`config.mk`:
```
export PLATFORM = sky130hd
export DESIGN_NAME = trig_cond
export DESIGN_NICKNAME = d
export VERILOG_FILES = /design/src/rtl/trig_cond_pkg.sv /design/src/rtl/trig_sync.sv /design/src/rtl/trig_detect.sv /design/src/rtl/trig_cond.sv
export SDC_FILE = /design/constraint.sdc
export NUM_CORES = 1
export LEC_CHECK = 0
export BUFFER_PORTS_ARGS = -buffer_cell sky130_fd_sc_hd__buf_2
export CAP_MARGIN = 20
export CORE_ASPECT_RATIO = 1.2
export CORE_MARGIN = 4
export CORE_UTILIZATION = 30
export DETAILED_ROUTE_END_ITERATION = 12
export PLACE_DENSITY = 0.6
export SETUP_SLACK_MARGIN = 0.15
export SYNTH_ARGS = -nofsm -noshare
export SYNTH_HDL_FRONTEND = slang
export SYNTH_HIERARCHICAL = 1
export SYNTH_SLANG_ARGS = --single-unit
```
`constraint.sdc`:
```
create_clock -name clk -period 0.8 [get_ports clk]
set_input_delay 0.08 -clock clk [delete_from_list [all_inputs] [get_ports clk]]
set_output_delay 0.08 -clock clk [all_outputs]
set_load 0.05 [all_outputs]
```
`src/rtl/trig_cond_pkg.sv`:
```
// Shared types for the interrupt trigger conditioner.
package trig_cond_pkg;

    // Per-channel trigger configuration.
    typedef struct packed {
        logic both;     // pulse on every transition, overrides the rest
        logic low;      // invert the line before detection
        logic edge_en;  // 1: edge detection, 0: level follow
    } trig_cfg_t;

endpackage

```
`src/rtl/trig_sync.sv`:
```
// Multi-stage synchronizer for a vector of asynchronous lines.
// Assumes: STAGES >= 2; synchronous active-low reset clears every stage.
module trig_sync #(
    parameter int WIDTH  = 4,
    parameter int STAGES = 2
) (
    input  logic             clk,
    input  logic             rst_n,
    input  logic [WIDTH-1:0] d,
    output logic [WIDTH-1:0] q
);

    logic [WIDTH-1:0] chain [STAGES];

    // First stage captures the asynchronous lines.
    always_ff @(posedge clk) begin
        if (!rst_n) chain[0] <= '0;
        else        chain[0] <= d;
    end

    for (genvar s = 1; s < STAGES; s++) begin : g_stage
        // Each later stage copies the stage before it.
        always_ff @(posedge clk) begin
            if (!rst_n) chain[s] <= '0;
            else        chain[s] <= chain[s-1];
        end
    end

    assign q = chain[STAGES-1];

    // the last stage is the previous content of the stage before it.
    assert_sync_shift_R1: assert property (@(posedge clk) disable iff (!rst_n)
        $past(rst_n) |-> (chain[STAGES-1] == $past(chain[STAGES-2])));

endmodule

```
`src/rtl/trig_detect.sv`:
```
// One channel of trigger conditioning: optional inversion, then either
// level follow, single-edge pulse or any-edge pulse, with a guard that
// holds the output low in the cycle after a configuration change.
// Assumes: smp is already synchronized to clk.
module trig_detect
    import trig_cond_pkg::*;
(
    input  logic      clk,
    input  logic      rst_n,
    input  trig_cfg_t cfg,
    input  logic      smp,
    output logic      pulse_o
);

    logic      prev_q;
    trig_cfg_t cfg_q;
    logic      pulse_q;
    logic      nxt;
    logic      cur_c;
    logic      prv_c;

    // Compute the output the current sample asks for under cfg.
    always_comb begin
        cur_c = smp ^ cfg.low;
        prv_c = prev_q ^ cfg.low;
        if (cfg.both)         nxt = smp ^ prev_q;
        else if (cfg.edge_en) nxt = cur_c & ~prv_c;
        else                  nxt = cur_c;
    end

    // Keep history and configuration; suppress output on a config change.
    always_ff @(posedge clk) begin
        if (!rst_n) begin
            prev_q  <= 1'b0;
            cfg_q   <= '0;
            pulse_q <= 1'b0;
        end else begin
            prev_q  <= smp;
            cfg_q   <= cfg;
            pulse_q <= (cfg != cfg_q) ? 1'b0 : nxt;
        end
    end

    assign pulse_o = pulse_q;

    // reset leaves the output low.
    assert_reset_clear_R9: assert property (@(posedge clk)
        !rst_n |=> !pulse_q);

    // a changed configuration never produces an event.
    assert_cfg_guard_R8: assert property (@(posedge clk) disable iff (!rst_n)
        (cfg != cfg_q) |=> !pulse_q);

    // single-edge pulses last one cycle.
    assert_pulse_single_R7: assert property (@(posedge clk) disable iff (!rst_n)
        (cfg_q.edge_en && !cfg_q.both && pulse_q) |=> !pulse_q);

    // any-edge mode only fires when the sample moved.
    assert_both_needs_move_R6: assert property (@(posedge clk) disable iff (!rst_n)
        (cfg_q.both && (cfg == cfg_q) && (smp == prev_q)) |=> !pulse_q);

endmodule

```
`src/rtl/trig_cond.sv`:
```
// Top level: synchronizes NUM_CH raw interrupt lines and conditions each
// into an active-high level or pulse for a parent controller.
// Assumes: configuration inputs are synchronous to clk.
module trig_cond
    import trig_cond_pkg::*;
#(
    parameter int NUM_CH      = 4,
    parameter int SYNC_STAGES = 2
) (
    input  logic              clk,
    input  logic              rst_n,
    input  logic [NUM_CH-1:0] irq_raw,
    input  logic [NUM_CH-1:0] cfg_edge,
    input  logic [NUM_CH-1:0] cfg_low,
    input  logic [NUM_CH-1:0] cfg_both,
    output logic [NUM_CH-1:0] irq_out
);

    logic [NUM_CH-1:0] smp;

    trig_sync #(
        .WIDTH  (NUM_CH),
        .STAGES (SYNC_STAGES)
    ) u_sync (
        .clk   (clk),
        .rst_n (rst_n),
        .d     (irq_raw),
        .q     (smp)
    );

    for (genvar c = 0; c < NUM_CH; c++) begin : g_ch
        trig_cfg_t ch_cfg;
        assign ch_cfg = '{both: cfg_both[c], low: cfg_low[c], edge_en: cfg_edge[c]};

        trig_detect u_det (
            .clk     (clk),
            .rst_n   (rst_n),
            .cfg     (ch_cfg),
            .smp     (smp[c]),
            .pulse_o (irq_out[c])
        );
    end

endmodule

```
## After elaboration in Yosys (flattened, before gate mapping)

Memories as Yosys holds them, arrays and structs flattened.
Cells that the tools add are included.
W data, S select, Z words.

- Eq/ne operators: 4
- Muxes and demuxes: 12
- Bitwise gates (word level): 23
- Reductions and logical operators: 4

Operators with widths:

| kind | number |
|---|---|
| $ne A3 B3 Y1 | 4 |
| $xor A1 B1 Y1 | 12 |
| $mux W1 | 10 |
| $mux W4 | 2 |
| $reduce_or A2 Y1 | 4 |
| $not A1 Y1 | 5 |
| $and A1 B1 Y1 | 4 |
| $or A1 B1 Y1 | 2 |

- Register bits: 20
- Memory bits (writable): 8
- Bits of input ports: 18
- Output and inout bits: 4
- Word-level logic and storage cells: 64
- Memories: 1

Memories:

| memory | depth | width | read ports | clocked after Yosys merged registers in | write ports | line | RTL |
|---|---|---|---|---|---|---|---|
| u_sync.chain | 2 | 4 | 2 | 0 | 2 | trig_sync.sv:13 | `logic [WIDTH-1:0] chain [STAGES];` |

## Depth between registers and ports, before layout

- Depth after elaboration: 5
- Mapped depth: 3
- Depth with buffers taken out: 3

## Modules after synthesis

Netlist, hierarchy kept.

By module, submodules not included:

| module | times used | cells each | area each (um^2) | sequential area each (um^2) |
|---|---|---|---|---|
| trig_detect | 4 | 18 | 190.2 | 100.1 |
| trig_sync | 1 | 16 | 210.2 | 160.2 |

## Worst setup path before layout

No wires, ideal clock.

- Path type: reg2reg
- From: memory u_sync.chain[1][0]
- To: register g_ch[0].u_det.pulse_q
- Setup time: 117 ps
- Arrival time: 648 ps
- Data required time: 683 ps
- Slack: 35 ps
- Cell stages (with the launch flop): 4
- Path buffers: 0
- Period minus slack after synthesis: 765 ps
- Path through: dfxtp_1 xor2_1 o22ai_1 nor2_1

RTL lines:

| element | line | RTL |
|---|---|---|
| from (decl) | trig_sync.sv:13 |  |
| to (signal assigned) | trig_detect.sv:40 | `pulse_q <= (cfg != cfg_q) ? 1'b0 : nxt;` |
| to (decl) | trig_detect.sv:17 | `logic pulse_q;` |

## Final worst setup path

- From: register g_ch[1].u_det.pulse_q
- To: output port irq_out[1]

RTL lines:

| element | line | RTL |
|---|---|---|
| from (decl) | trig_detect.sv:17 |  |
| from (signal assigned) | trig_detect.sv:40 |  |
| to (decl) | trig_cond.sv:16 | `output logic [NUM_CH-1:0] irq_out` |

No word-level cell between the ends.

==> run_results.csv <==
group,metric,value,unit
status,outcome,"finished with violations",
status,failed_checks,"setup timing",
synthesis,syn_inst,88,
global_route,grt_remaining_overflow,0,
critical_path,crit_chain,"buf_8",
pwr,swShare,0.219,
routing,drc,0,
synthesis,synth.avg_cell_area,11.0,µm²
pwr,vdd_drop_max,1680,µV
timing,rsz0062_at_grt,"true",
critical_path,cp-end-kind,"output pin",
synthesis,ys_ff_latch,28,
critical_path,r2r-end,"g_ch[2].u_det/pulse_o",
critical_path,r2r_start,"u_sync/chain[1][2]",
synthesis,yosys_warnings,6,
clock_network,cts_tree,"yes",
critical_path,path_class,"flip-flop to output pin",
clock_network,cts_buffers,3,
timing,setup_viol,4,
floorplanning,start_util,0.315,
critical_path,cp_top_family,"flip-flops",
routing,drt_iter0_drc,22,
layout,diodes,0,
worst_hold_path,hp-class,"input pin to flip-flop",
synthesis,ys_types,8,
routing,firstDrtPassIters,4,
placement,place_area,1150,µm²
routing,vias,722,
clock_network,post-cts-setup-buffer-count,0,
pwr,power_density,1780,nW/µm²
critical_path,crit_slowest_cell,"dfxtp_2",
synthesis,ys_seq_area_frac,0.577,
critical_path,cp_max_fo,1,
layout,fillerInstances,316,
pwr,clockPowerShare,0.271,
placement,dp_hpwl,1060,µm
global_route,grt_max_degree,20,
timing,slew_headroom,0.904,
pwr,p_leak,0.609,nW
synthesis,synth_area,971,µm²
layout,stdcell_area,1400,µm²
routing,wl,1660,µm
placement,place_inst,147,
timing,finalClockSkew,0.0108,ns
global_route,grt_pass1_wl,2910,µm
floorplanning,pin_count,22,
worst_hold_path,hp-start,"cfg_both[2]",
timing,final_max_slew_viol_count,0,
floorplanning,core,3080,µm²
worst_hold_path,holdPathEnd,"g_ch[2].u_det/pulse_o",
pwr,p_int,1.94,mW
global_route,grt_usage,0.0904,
clock_network,clk_latency,0.32,ns
clock_network,clock-sinks,28,
placement,routabilityCongestion,0.628,
critical_path,critical_path_arrival,0.82,ns
layout,multiInputGateArea,418,µm²
critical_path,reg2reg_slack,0.01,ns
critical_path,start_kind,"flip-flop",
floorplanning,die_w,59.9,µm
critical_path,max_stage_delay,0.36,ns
timing,fin_crit,0.904,ns
layout,layout.cells.non_filler,167,
floorplanning,die-area,4210,µm²
placement,io_buffers,21,
worst_hold_path,whs_path_depth,3,
floorplanning,num_rows,22,
routing,wire_per_inst,9.93,µm
run,maxCapViolCount,0,
clock_network,cts_buffer_depth,2,
critical_path,path_buf_inv,1,
clock_network,path_clk_slew,0.15,ns
layout,ff_latch_area,572,µm²
critical_path,crit_required,0.72,ns
timing,finalWorstSetupSlack,-0.104,ns
timing,tightest_slew,0.144,ns
pwr,p_switching,0.544,mW
timing,hold_violations,0,
clock_network,h-tree-depth,1,
routing,detail-route-antenna-nets,0,
clock_network,clock_tree.root_cell,"clkbuf_4",
pwr,total_power,2.48,mW
layout,layout-drive-gt1-share,0.313,
timing,fmaxAchievable,1110,MHz
layout,nets,150,
floorplanning,die_h,70.3,µm
synthesis,synth_nets,106,
timing,period_share,1.13,
global_route,grt_pass1_vias,751,
pwr,power_frac_seq,0.599,
global_route,antenna_found_initial,0,
critical_path,reg2reg_depth,3,
routing,post_drt_via_cell_ratio,4.32,
layout,finish.utilization,0.453,
layout,syn_to_final_growth,43.7,%
pwr,p_comb_frac,0.130,
[state kept, by name, indices dropped and copies added, names as in the netlist]
signal,cells
g_ch.u_det/cfg_q,12
g_ch.u_det/prev_q,4
g_ch.u_det/pulse_o,4
u_sync/chain,8
[power groups by stage]
| stage | clock, mW | combinational, mW | sequential (mW) |
|---|---|---|---|
| 5_1_grt | 0.766 | 0.361 | 1.49 |
| 6_report | 0.671 | 0.323 | 1.49 |
| 3_5_place_dp | 0 | 0.252 | 1.52 |
| 3_3_place_gp | 0 | 0.247 | 1.51 |
| 4_1_cts | 0.725 | 0.315 | 1.49 |
| 2_1_floorplan | 0 | 0.130 | 1.52 |
[per-stage QoR]
| step | setup WS [ns] | setup TNS, ns | hold WS (ns) |
|---|---|---|---|
| 5_1_grt | -0.145 | -0.750 | 0.0297 |
| 4_1_cts | -0.129 | -0.479 | -0.000651 |
| 6_report | -0.104 | -0.368 | 0.0429 |
| 3_5_place_dp | 0.0223 | 0 | 0.292 |
| 3_3_place_gp | 0.0156 | 0 | 0.287 |
| 2_1_floorplan | 0.0548 | 0 | 0.202 |
[worst max-delay path by stage]
stage | endpoint | startpoint | cells past startpoint | slack [ns]
floorplan | g_ch[0].u_det/pulse_o | u_sync/chain[1][0] | 3 | 0.05
global placement | g_ch[1].u_det/pulse_o | u_sync/chain[1][1] | 3 | 0.02
detailed placement | g_ch[3].u_det/pulse_o | u_sync/chain[1][3] | 3 | 0.02
CTS | irq_out[1] | g_ch[1].u_det/pulse_o | 1 | -0.13
global route | irq_out[3] | g_ch[3].u_det/pulse_o | 1 | -0.15
finish | irq_out[1] | g_ch[1].u_det/pulse_o | 1 | -0.10
[worst min-delay path, delay by kind of cell]
family,cells,cell delay (ns)
compound gates,1,0.07
simple gates,1,0.07
buf+inv,1,0.11
[layer usage]
metal,wire (µm),global-route usage
met3,142,0.0444
met5,0,0
met4,17,0.0296
met1,680,0.0940
met2,817,0.154
[kinds of logic (layout without fill, tap and decap cells)]
logic type / after synthesis / count (layout) / share of synthesized area
buf+inv: 0 / 43 / 0
compound gates: 4 / 4 / 0.0258
simple gates: 36 / 36 / 0.216
xor+xnor: 20 / 20 / 0.180
flops: 28 / 28 / 0.577
[Yosys cell counts]
cell type	n	area share
nor2_1	8	0.031
o22ai_1	4	0.026
and2_2	4	0.031
xor2_1	8	0.072
xnor2_1	12	0.11
and2_1	20	0.13
nand4_1	4	0.026
dfxtp_1	28	0.58
[layout make-up]
| type | instances | share of cell area |
|---|---|---|
| multi-input cells | 60 | 0.300 |
| clock buffers | 4 | 0.0260 |
| flip-flops and latches | 28 | 0.410 |
| well taps | 36 | 0.0323 |
| repair buffers | 39 | 0.232 |
[layout by cell type, fill, tap and decap left out, drive strengths merged]
cell / synthesis / routed
o22ai: 4 / 4
dlygate4sd3: 0 / 15
nand4: 4 / 4
xor2: 8 / 8
nor2: 8 / 8
buf: 0 / 23
dlymetal6s4s: 0 / 1
xnor2: 12 / 12
clkbuf: 0 / 4
and2: 24 / 24
dfxtp: 28 / 28
[repair_timing]
action | CTS | global route
resized for setup | 13 | 3
hold buffers | 15 | 1
pin swaps | 4 | 2
endpoints found under the setup margin | 8 | 9
endpoints found under the hold margin | 16 | 1
(Power assumes the default switching activity.)
